## src/rtl/twi_pkg.sv

```systemverilog
package twi_pkg;
  typedef enum logic [2:0] {
    ST_IDLE,
    ST_ADDR,
    ST_RX,
    ST_ACK,
    ST_TX,
    ST_TX_ACK,
    ST_WAIT
  } twi_st_e;

  localparam logic [3:0] DEV_TYPE = 4'b0101;
endpackage

```

## src/rtl/twi_line_filter.sv

```systemverilog
module twi_line_filter #(
  parameter int SYNC_STAGES = 2,
  parameter int WIN         = 3
) (
  input  logic clk_i,
  input  logic rst_ni,
  input  logic d_i,
  output logic q_o
);
  localparam int CW = $clog2(WIN + 1);

  logic [SYNC_STAGES-1:0] sync_q;
  logic [WIN-1:0]         win_q;
  logic [CW-1:0]          ones;

  always_ff @(posedge clk_i or negedge rst_ni) begin
    if (!rst_ni) begin
      sync_q <= '1;
      win_q  <= '1;
      q_o    <= 1'b1;
    end else begin
      sync_q <= {sync_q[SYNC_STAGES-2:0], d_i};
      win_q  <= {win_q[WIN-2:0], sync_q[SYNC_STAGES-1]};
      q_o    <= (ones > CW'(WIN / 2));
    end
  end

  always_comb begin
    ones = '0;
    for (int i = 0; i < WIN; i++) ones = ones + CW'(win_q[i]);
  end
endmodule

```

## src/rtl/twi_cond_detect.sv

```systemverilog
module twi_cond_detect (
  input  logic clk_i,
  input  logic rst_ni,
  input  logic scl_f_i,
  input  logic sda_f_i,
  output logic scl_rise_o,
  output logic scl_fall_o,
  output logic start_o,
  output logic stop_o
);
  logic scl_q, sda_q;

  always_ff @(posedge clk_i or negedge rst_ni) begin
    if (!rst_ni) begin
      scl_q <= 1'b1;
      sda_q <= 1'b1;
    end else begin
      scl_q <= scl_f_i;
      sda_q <= sda_f_i;
    end
  end

  assign scl_rise_o = scl_f_i & ~scl_q;
  assign scl_fall_o = ~scl_f_i & scl_q;
  // SDA edge with SCL high on both samples is a bus condition
  assign start_o    = scl_f_i & scl_q & sda_q & ~sda_f_i;
  assign stop_o     = scl_f_i & scl_q & ~sda_q & sda_f_i;
endmodule

```

## src/rtl/twi_lock_timer.sv

```systemverilog
module twi_lock_timer #(
  parameter int LOCK_CYC = 1000000
) (
  input  logic clk_i,
  input  logic rst_ni,
  input  logic load_i,
  output logic busy_o
);
  localparam int CW = $clog2(LOCK_CYC + 1);

  logic [CW-1:0] cnt_q;

  always_ff @(posedge clk_i or negedge rst_ni) begin
    if (!rst_ni)           cnt_q <= '0;
    else if (load_i)       cnt_q <= CW'(LOCK_CYC);
    else if (cnt_q != '0)  cnt_q <= cnt_q - CW'(1);
  end

  assign busy_o = (cnt_q != '0);
endmodule

```

## src/rtl/twi_slave_lockout.sv

```systemverilog
module twi_slave_lockout
  import twi_pkg::*;
#(
  parameter logic [3:0] DEV_ID      = DEV_TYPE,
  parameter int         LOCK_CYC    = 1000000,
  parameter int         IDX_W       = 4,
  parameter int         SYNC_STAGES = 2,
  parameter int         FILT_WIN    = 3
) (
  input  logic             clk_i,
  input  logic             rst_ni,
  input  logic             scl_i,
  input  logic             sda_i,
  input  logic [3:0]       strap_i,
  output logic             sda_oe_o,
  output logic             byte_vld_o,
  output logic [IDX_W-1:0] byte_idx_o,
  output logic [7:0]       byte_data_o,
  input  logic             rd_en_i,
  input  logic [7:0]       rd_data_i,
  input  logic             nv_write_i,
  output logic             stop_o,
  output logic             nv_busy_o
);
  localparam logic [IDX_W-1:0] IDX_ONE = IDX_W'(1);

  logic scl_f, sda_f;
  logic scl_rise, scl_fall, start_c, stop_c;
  logic lock_load;

  twi_line_filter #(.SYNC_STAGES(SYNC_STAGES), .WIN(FILT_WIN)) u_flt_scl (
    .clk_i(clk_i), .rst_ni(rst_ni), .d_i(scl_i), .q_o(scl_f)
  );
  twi_line_filter #(.SYNC_STAGES(SYNC_STAGES), .WIN(FILT_WIN)) u_flt_sda (
    .clk_i(clk_i), .rst_ni(rst_ni), .d_i(sda_i), .q_o(sda_f)
  );

  twi_cond_detect u_cond (
    .clk_i(clk_i), .rst_ni(rst_ni), .scl_f_i(scl_f), .sda_f_i(sda_f),
    .scl_rise_o(scl_rise), .scl_fall_o(scl_fall),
    .start_o(start_c), .stop_o(stop_c)
  );

  twi_lock_timer #(.LOCK_CYC(LOCK_CYC)) u_lock (
    .clk_i(clk_i), .rst_ni(rst_ni), .load_i(lock_load), .busy_o(nv_busy_o)
  );

  twi_st_e          state_q;
  logic [3:0]       bit_cnt_q;
  logic [7:0]       rx_sh_q, tx_sh_q;
  logic             match_q, sel_q, ack_addr_q, mack_q, oe_q;
  logic [IDX_W-1:0] idx_q;
  logic [7:0]       rx_next;

  assign rx_next   = {rx_sh_q[6:0], sda_f};
  assign lock_load = stop_c & sel_q & nv_write_i;

  always_ff @(posedge clk_i or negedge rst_ni) begin
    if (!rst_ni) begin
      state_q     <= ST_IDLE;
      bit_cnt_q   <= '0;
      rx_sh_q     <= '0;
      tx_sh_q     <= '0;
      match_q     <= 1'b0;
      sel_q       <= 1'b0;
      ack_addr_q  <= 1'b0;
      mack_q      <= 1'b0;
      oe_q        <= 1'b0;
      idx_q       <= '0;
      byte_vld_o  <= 1'b0;
      byte_data_o <= '0;
      stop_o      <= 1'b0;
    end else begin
      byte_vld_o <= 1'b0;
      stop_o     <= stop_c;
      if (start_c) begin
        state_q   <= ST_ADDR;
        bit_cnt_q <= '0;
        idx_q     <= '0;
        sel_q     <= 1'b0;
        oe_q      <= 1'b0;
      end else if (stop_c) begin
        state_q <= ST_IDLE;
        sel_q   <= 1'b0;
        oe_q    <= 1'b0;
      end else begin
        unique case (state_q)
          ST_IDLE, ST_WAIT: ;
          ST_ADDR: begin
            if (scl_rise && bit_cnt_q < 4'd8) begin
              rx_sh_q   <= rx_next;
              bit_cnt_q <= bit_cnt_q + 4'd1;
              if (bit_cnt_q == 4'd7)
                match_q <= (rx_next == {DEV_ID, strap_i}) && !nv_busy_o;
            end else if (scl_fall && bit_cnt_q == 4'd8) begin
              if (match_q) begin
                state_q    <= ST_ACK;
                oe_q       <= 1'b1;
                sel_q      <= 1'b1;
                ack_addr_q <= 1'b1;
              end else begin
                state_q <= ST_WAIT;
              end
            end
          end
          ST_RX: begin
            if (scl_rise && bit_cnt_q < 4'd8) begin
              rx_sh_q   <= rx_next;
              bit_cnt_q <= bit_cnt_q + 4'd1;
              if (bit_cnt_q == 4'd7) begin
                byte_vld_o  <= 1'b1;
                byte_data_o <= rx_next;
              end
            end else if (scl_fall && bit_cnt_q == 4'd8) begin
              state_q    <= ST_ACK;
              oe_q       <= 1'b1;
              ack_addr_q <= 1'b0;
            end
          end
          ST_ACK: begin
            if (scl_fall) begin
              bit_cnt_q <= '0;
              if (!ack_addr_q) idx_q <= idx_q + IDX_ONE;
              if (rd_en_i) begin
                state_q <= ST_TX;
                tx_sh_q <= rd_data_i;
                oe_q    <= ~rd_data_i[7];
              end else begin
                state_q <= ST_RX;
                oe_q    <= 1'b0;
              end
            end
          end
          ST_TX: begin
            if (scl_rise) begin
              bit_cnt_q <= bit_cnt_q + 4'd1;
            end else if (scl_fall) begin
              if (bit_cnt_q == 4'd8) begin
                state_q <= ST_TX_ACK;
                oe_q    <= 1'b0;
              end else begin
                tx_sh_q <= {tx_sh_q[6:0], 1'b0};
                oe_q    <= ~tx_sh_q[6];
              end
            end
          end
          ST_TX_ACK: begin
            if (scl_rise) begin
              mack_q <= ~sda_f;
            end else if (scl_fall) begin
              if (mack_q) begin
                state_q   <= ST_TX;
                bit_cnt_q <= '0;
                idx_q     <= idx_q + IDX_ONE;
                tx_sh_q   <= rd_data_i;
                oe_q      <= ~rd_data_i[7];
              end else begin
                state_q <= ST_WAIT;
              end
            end
          end
          default: state_q <= ST_IDLE;
        endcase
      end
    end
  end

  assign sda_oe_o   = oe_q;
  assign byte_idx_o = idx_q;
endmodule

```

## config.mk

```make
export PLATFORM = sky130hd
export DESIGN_NAME = twi_slave_lockout
export DESIGN_NICKNAME = d
export VERILOG_FILES = /design/src/rtl/twi_pkg.sv /design/src/rtl/twi_line_filter.sv /design/src/rtl/twi_cond_detect.sv /design/src/rtl/twi_lock_timer.sv /design/src/rtl/twi_slave_lockout.sv
export SDC_FILE = /design/constraint.sdc
export NUM_CORES = 1
export LEC_CHECK = 0
export BUFFER_PORTS_ARGS = -buffer_cell sky130_fd_sc_hd__buf_2
export CAP_MARGIN = 20
export CORE_ASPECT_RATIO = 0.5
export CORE_MARGIN = 5
export CORE_UTILIZATION = 55
export DETAILED_ROUTE_END_ITERATION = 10
export HOLD_SLACK_MARGIN = 0.02
export PLACE_DENSITY = 0.84
export SETUP_SLACK_MARGIN = 0.1
export SYNTH_ARGS = -nofsm -noshare
export SYNTH_HDL_FRONTEND = slang
export SYNTH_SLANG_ARGS = --single-unit
```

## constraint.sdc

```tcl
create_clock -name clk_i -period 2.6 [get_ports clk_i]
set_input_delay 0.39 -clock clk_i [delete_from_list [all_inputs] [get_ports clk_i]]
set_output_delay 0.39 -clock clk_i [all_outputs]
set_load 0.01 [all_outputs]
```

Word-level counts from Yosys, hierarchy flattened
Cells that the tools add are included.

word-level totals
  register bits after elaboration = 74
  bits in latches = 0
  memory bits (writable) = 0
  memory bits (read-only) = 0
  input port bits = 18
  word-level logic and storage cells = 192
  memories kept = 0

cells by class
  add/subtract/negate cells = 7
  multipliers = 0
  div/mod/pow operators = 0
  $lt $le $gt $ge = 3
  equality and inequality tests = 44
  shifts and indexed selects = 0
  mux-type cells = 71
  bitwise operators = 17
  reduce and logical (&&, ||, !) cells = 28

operators with widths
  cell                                                count
  2-to-1 mux 4 bit                                    15
  2-to-1 mux 7 bit                                    8
  != test 4 bit, second input constant                12
  2-to-1 mux 3 bit                                    14
  2-to-1 mux 20 bit                                   2
  != test 2 bit, second input constant                14
  2-to-1 mux 1 bit                                    25
  != test 3 bit, second input constant                8
  AND reduction 11 bit                                2
  one-hot mux 7 bit (3 select lines)                  1
  nonzero test 20 bit                                 1
  subtractor 20 x 1 -> 20 bit, second input constant  1
  one-hot mux 3 bit (6 select lines)                  1
  one-hot mux 4 bit (4 select lines)                  1
  AND reduction 8 bit                                 2
  nonzero test 3 bit                                  5
  AND reduction 12 bit                                1
  AND reduction 4 bit                                 3
  AND reduction 5 bit                                 2
  AND 1 bit                                           9
  equality test 3 bit, second input constant          3
  adder 4 x 1 -> 4 bit, second input constant         2
  equality test 8 x 7 -> 1 bit                        1
  inverter 1 bit                                      8
  other kinds (21)                                    29

Longest topological paths before layout
  depth in word-level cells = 8
  gate-level depth with buffers = 8
  depth with buffers taken out = 7

Modules after synthesis
Synthesis repeated with hierarchy kept, for this count alone.

second synthesis, totals
  cell total of the unflattened synthesis = 356
  area total of the unflattened synthesis = 3970.1 um^2

by module, submodules not included
  module             instances  cells each  area an instance (um^2)  sequential area each (um^2)
  twi_slave_lockout  1          203         2263.4                   1001.0
  twi_lock_timer     1          131         1266.2                   500.5
  twi_line_filter    2          8           177.7                    157.7
  twi_cond_detect    1          6           85.1                     52.6

Worst setup path before layout
No wires, ideal clock.

  path type = register to register
  start = reg u_flt_scl.q_o
  end = reg state_q[0]
  setup time = 0.128 ns
  arrival = 1.973 ns
  required time = 2.472 ns
  setup slack = 0.499 ns
  stages on the path, launching flop included = 8
  clock period less this slack = 2.101 ns
  path through = dfstp_2 -> buf_4 -> or3b_1 -> buf_6 -> and3_4 -> o22a_1 -> o211ai_2 -> mux2_1

on the way
  cells in the longest elaborated chain, start to end = 5

RTL lines
  item                                                                       line                                                                 RTL
  from (decl)                                                                twi_line_filter.sv:8                                                 output logic q_o
  from (signal assigned)                                                     twi_line_filter.sv:24                                                q_o <= (ones > CW'(WIN / 2));
  AND 1 bit / inverter 1 bit (equally long branches)                         twi_cond_detect.sv:26, twi_cond_detect.sv:27, twi_cond_detect.sv:24
  AND 1 bit (on tied branches)                                               twi_cond_detect.sv:26, twi_cond_detect.sv:24, twi_cond_detect.sv:27
  AND 1 bit, or another cell as far along                                    twi_cond_detect.sv:26                                                assign start_o = scl_f_i & scl_q & sda_q & ~sda_f_i;
  != test 4 bit (no line), or another cell as far along                      --
  AND reduction 11 bit (no line) / 2-to-1 mux 3 bit (equally long branches)  --
  to (signal assigned)                                                       twi_slave_lockout.sv:60                                              state_q <= ST_IDLE;
  to (signal assigned)                                                       twi_slave_lockout.sv:77                                              state_q <= ST_ADDR;
  to (signal assigned)                                                       twi_slave_lockout.sv:83                                              state_q <= ST_IDLE;
  to (decl)                                                                  twi_slave_lockout.sv:48                                              twi_st_e state_q;

Several ways; a longest one is shown, not always the timed one.
A chain may end at the register's enable or synchronous reset.

Final worst setup path
  start = reg u_lock.cnt_q[6]
  end = out nv_busy_o

on the way
  cells in the longest elaborated chain, start to end = 1

RTL lines
  item                    line                     RTL
  from (decl)             twi_lock_timer.sv:11     logic [CW-1:0] cnt_q;
  from (signal assigned)  twi_lock_timer.sv:15     else if (load_i) cnt_q <= CW'(LOCK_CYC);
  from (signal assigned)  twi_lock_timer.sv:16     else if (cnt_q != '0) cnt_q <= cnt_q - CW'(1);
  nonzero test 20 bit     twi_lock_timer.sv:19     assign busy_o = (cnt_q != '0);
  to (decl)               twi_slave_lockout.sv:23  output logic nv_busy_o

No other way between the ends.

==> metrics.md <==
| Metric | Value |
|---|---|
| Detail-routed net length per standard cell | `17.10 um` |
| Clock Sink Count | `74` |
| Global-route usage over all layers | `20.66%` |
| Largest net degree at the start of global routing | `50` |
| CTS tree | `yes` |
| Comb pwr share | `27.2%` |
| Endpoint arrival time on the critical path | `2.00 ns` |
| Setup clock skew after layout | `0.006814 ns` |
| CTS Root Cell | `clkbuf_16` |
| Met1 Track Usage GR | `23.51%` |
| Kind of critical path | `reg2out` |
| Sequential Power Share | `39.2%` |
| Worst Hold Class | `in2async` |
| Distinct cells, synth | `61` |
| Horizontal die dimension | `127.0 um` |
| Total wire length | `8207 um` |
| Summed negative setup slack over all endpoints | `0 ns` |
| Half-perimeter wire length of the detailed placement result | `5580 um` |
| Height of the die | `68.49 um` |
| Switching power | `1.451 mW` |
| Residual overflow from global routing | `0` |
| Final weighted congestion of routability-driven global placement | `0.9065` |
| Initial core utilization | `56.37%` |
| Cell total after placement | `462` |
| Per-instance average area after synthesis | `10.87 um2` |
| Instance area after placement | `4014 um2` |
| Total core area | `6674 um2` |
| Setup bufs post-CTS | `0` |
| Outcome | `finished clean` |
| Level count of the clock H-tree | `3` |
| Core utilization of the finished layout | `65.88%` |
| Number of buffer cells added on primary ports | `33` |
| Launching element of the worst setup path | `u_lock.cnt_q[6]` |
| Transition time of the tightest slew-check pin | `0.6106 ns` |
| Power per Cell Area | `1026 nW/um2` |
| Post-Synthesis Cells | `346` |
| Post-cts gate resize count | `0` |
| Relative max-transition margin | `58.65%` |
| Static Leakage | `1.850 nW` |
| Final #Nets | `408` |
| Kind of end point of the critical path | `primary output` |
| Setup Slack @ Placement | `0.4312 ns` |
| RR Startpoint | `state_q[2]` |
| Clock network power share | `33.7%` |
| Yosys warns | `0` |
| R2R setup slack | `0.38 ns` |
| Number of placed I/O pins | `34` |
| Most used DFF post-synth | `dfrtp_1` |
| Hold Violations, Final | `0` |
| Number of max-cap violations | `0` |
| Required time worst endpoint | `2.21 ns` |
| Met3 usage in global routing | `5.768%` |
| Syn_nets | `371` |
| Number of global-route vias before repair | `2999` |
| Post-synth design cell area | `3762 um2` |
| Number of buffers created by CTS | `9` |
| Sequential element share of the synthesized area | `49.68%` |
| Library cell contributing the largest single delay on the critical path | `or4_1` |
| Site Rows | `21` |
| List of cells traversed by the critical path | `or4_1, nor3_2, nand3b_1, buf_2` |
| Wire length of the first global-routing pass | `13940 um` |
| Fin. max-slew vios | `0` |
| Max Fclk | `417.7 MHz` |
| Reg-to-Reg End | `tx_sh_q[2]` |
| Clock-pin slew on the worst setup and hold paths | `0.06 ns` |
| Maximum buffer depth of the clock tree | `2` |
| Startpoint Class | `register` |
| Critical path endpoint | `nv_busy_o` |
| ANT cells | `0` |
| Most frequent cells in the layout | `dfrtp_1, buf_2, nor2_1, nand2_1, mux2_2` |
| Insertion delay of the later-clocked pin in the worst-skew pair | `0.34 ns` |
| Layout Cell Area excl Fill | `4397 um2` |
| Tmin final | `2.394 ns` |
| Ratio of final minimum period to clock period | `92.08%` |
| Antenna violations before repair | `0` |
| Residual antenna-violating net count after detailed routing | `0` |
| Switching part of the total | `32.17%` |
| Busiest metal layer after global routing | `met2` |
| Fraction of layout cells with a size suffix above 1 | `26.80%` |
| RSZ-0062 raised after global routing | `false` |
| DRC violations left | `0` |
| Synthesis-stage register bit count | `74` |
| Ys async rst share | `100.0%` |
| Total vias in the final route | `2824` |
| Smallest setup slack after layout | `0.2058 ns` |
| Internal power | `3.059 mW` |
| Worst-path maximum fanout | `5` |
| Detail-routed via count per cell | `5.883` |
| Area growth from synthesis to layout | `16.86%` |
| Number of detailed-route iterations in the first pass | `5` |
| DIE AREA | `8695 um2` |
| Most common library cell in the layout ignoring fill and taps | `dfrtp_1` |
| Finish-stage setup viols | `0` |
| Post-route insts no fill | `480` |
| Starting DRT DRC Count | `251` |
| Path depth of the worst reg2reg path | `4` |
| Post-synth EDFFs | `0` |
| Maximum vdd ir drop | `0.4612 mV` |
| Met2 GRT Util | `37.30%` |
| Number of buffers added to fix hold violations after cts | `0` |
| Crit path largest cell delay | `0.59 ns` |
## layout make-up
class,count,area [um2]
clock buffers,11,242.7
repair buffers,39,222.7
fillers,481,2277
flip-flops and latches,74,1869
clock inverters,5,125.1
well taps,92,115.1
inverters,8,30.03
multi-input cells,251,1792
## cell families after synthesis
kind of cell,count (synthesis),share of synthesized area [%]
DFF,74,49.68
AOI/OAI and AO/OA,65,11.47
and+or+nand+nor,127,18.89
muxes,32,10.28
xor gates and xnor gates,20,4.656
buffers and inverters,21,2.694
adders and majority gates,7,2.328
## worst min-delay path by stage
stage	depth (start not counted)	end	slack [ns]	startpoint
after global placement	0	u_flt_scl.sync_q[1]	0.35	u_flt_scl.sync_q[0]
after global routing	1	u_lock.cnt_q[16]	0.10	rst_ni
after CTS	1	u_lock.cnt_q[16]	0.08	rst_ni
after floorplan	0	ack_addr_q	0.09	rst_ni
final	1	u_lock.cnt_q[16]	0.06	rst_ni
after detailed placement	0	u_flt_scl.sync_q[1]	0.35	u_flt_scl.sync_q[0]
## worst max-delay path, delay by kind of cell, from the launching register on
kind / cells / cell delay (ns)
buffers and inverters: 1 / 0.20
AND/OR/NAND/NOR: 3 / 1.04
flip-flops: 1 / 0.42
## power by group through the flow
| stage | Clock, mW | Sequential (mW) | Combinational (mW) |
|---|---|---|---|
| 2_1_floorplan | 0 | 1.64 | 0.995 |
| 3_3_place_gp | 0 | 1.73 | 1.14 |
| 3_5_place_dp | 0 | 1.77 | 1.20 |
| 4_1_cts | 1.53 | 1.75 | 1.22 |
| 5_1_grt | 1.59 | 1.81 | 1.36 |
| 6_report | 1.52 | 1.77 | 1.23 |
## sequential cells by signal, indices dropped and copies added (netlist names), 2 cells and up
register and flops:
bit_cnt_q 4, byte_data_o 8, byte_idx_o 4, rx_sh_q 7, state_q 3, tx_sh_q 7, u_flt_scl.sync_q 2, u_flt_scl.win_q 3
u_flt_sda.sync_q 2, u_flt_sda.win_q 3, u_lock.cnt_q 20
## routing by layer
metal / vias up / part of all wire [%]
met5: - / 0
met4: 0 / 1.8
met3: 19 / 4.9
met2: 84 / 52
met1: 1397 / 42
li1: 1324 / -
## synth_stat cells, types with 4 or more instances
| master | instances | share of area, % |
|---|---|---|
| a21oi_1 | 11 | 1.5 |
| a31oi_1 | 4 | 0.67 |
| clkbuf_1 | 7 | 0.70 |
| dfrtp_1 | 60 | 40 |
| dfstp_2 | 14 | 9.8 |
| ha_1 | 7 | 2.3 |
| inv_1 | 8 | 0.80 |
| mux2_1 | 4 | 1.2 |
| mux2_2 | 17 | 5.1 |
| mux2_4 | 8 | 3.2 |
| nand2_1 | 23 | 2.3 |
| nand2b_1 | 9 | 1.5 |
| nand3_1 | 13 | 1.7 |
| nand3b_1 | 5 | 1.0 |
| nand4_1 | 4 | 0.67 |
| nor2_1 | 28 | 2.8 |
| nor2b_1 | 8 | 1.3 |
| nor3_1 | 6 | 0.80 |
| nor4_1 | 6 | 1.0 |
| o21ai_0 | 11 | 1.5 |
| o21ai_1 | 10 | 1.3 |
| o31ai_1 | 5 | 1.0 |
| xnor2_1 | 9 | 2.1 |
| xor2_1 | 11 | 2.6 |
## per-stage QoR
step                power (mW)  hold slack [ns]
finish                   4.510          0.06039
global route             4.756           0.1023
CTS                      4.508          0.07687
detailed placement       2.968           0.3468
global placement         2.870           0.3453
floorplan                2.633          0.09441
No activity file was read; power rests on OpenSTA's default activity.
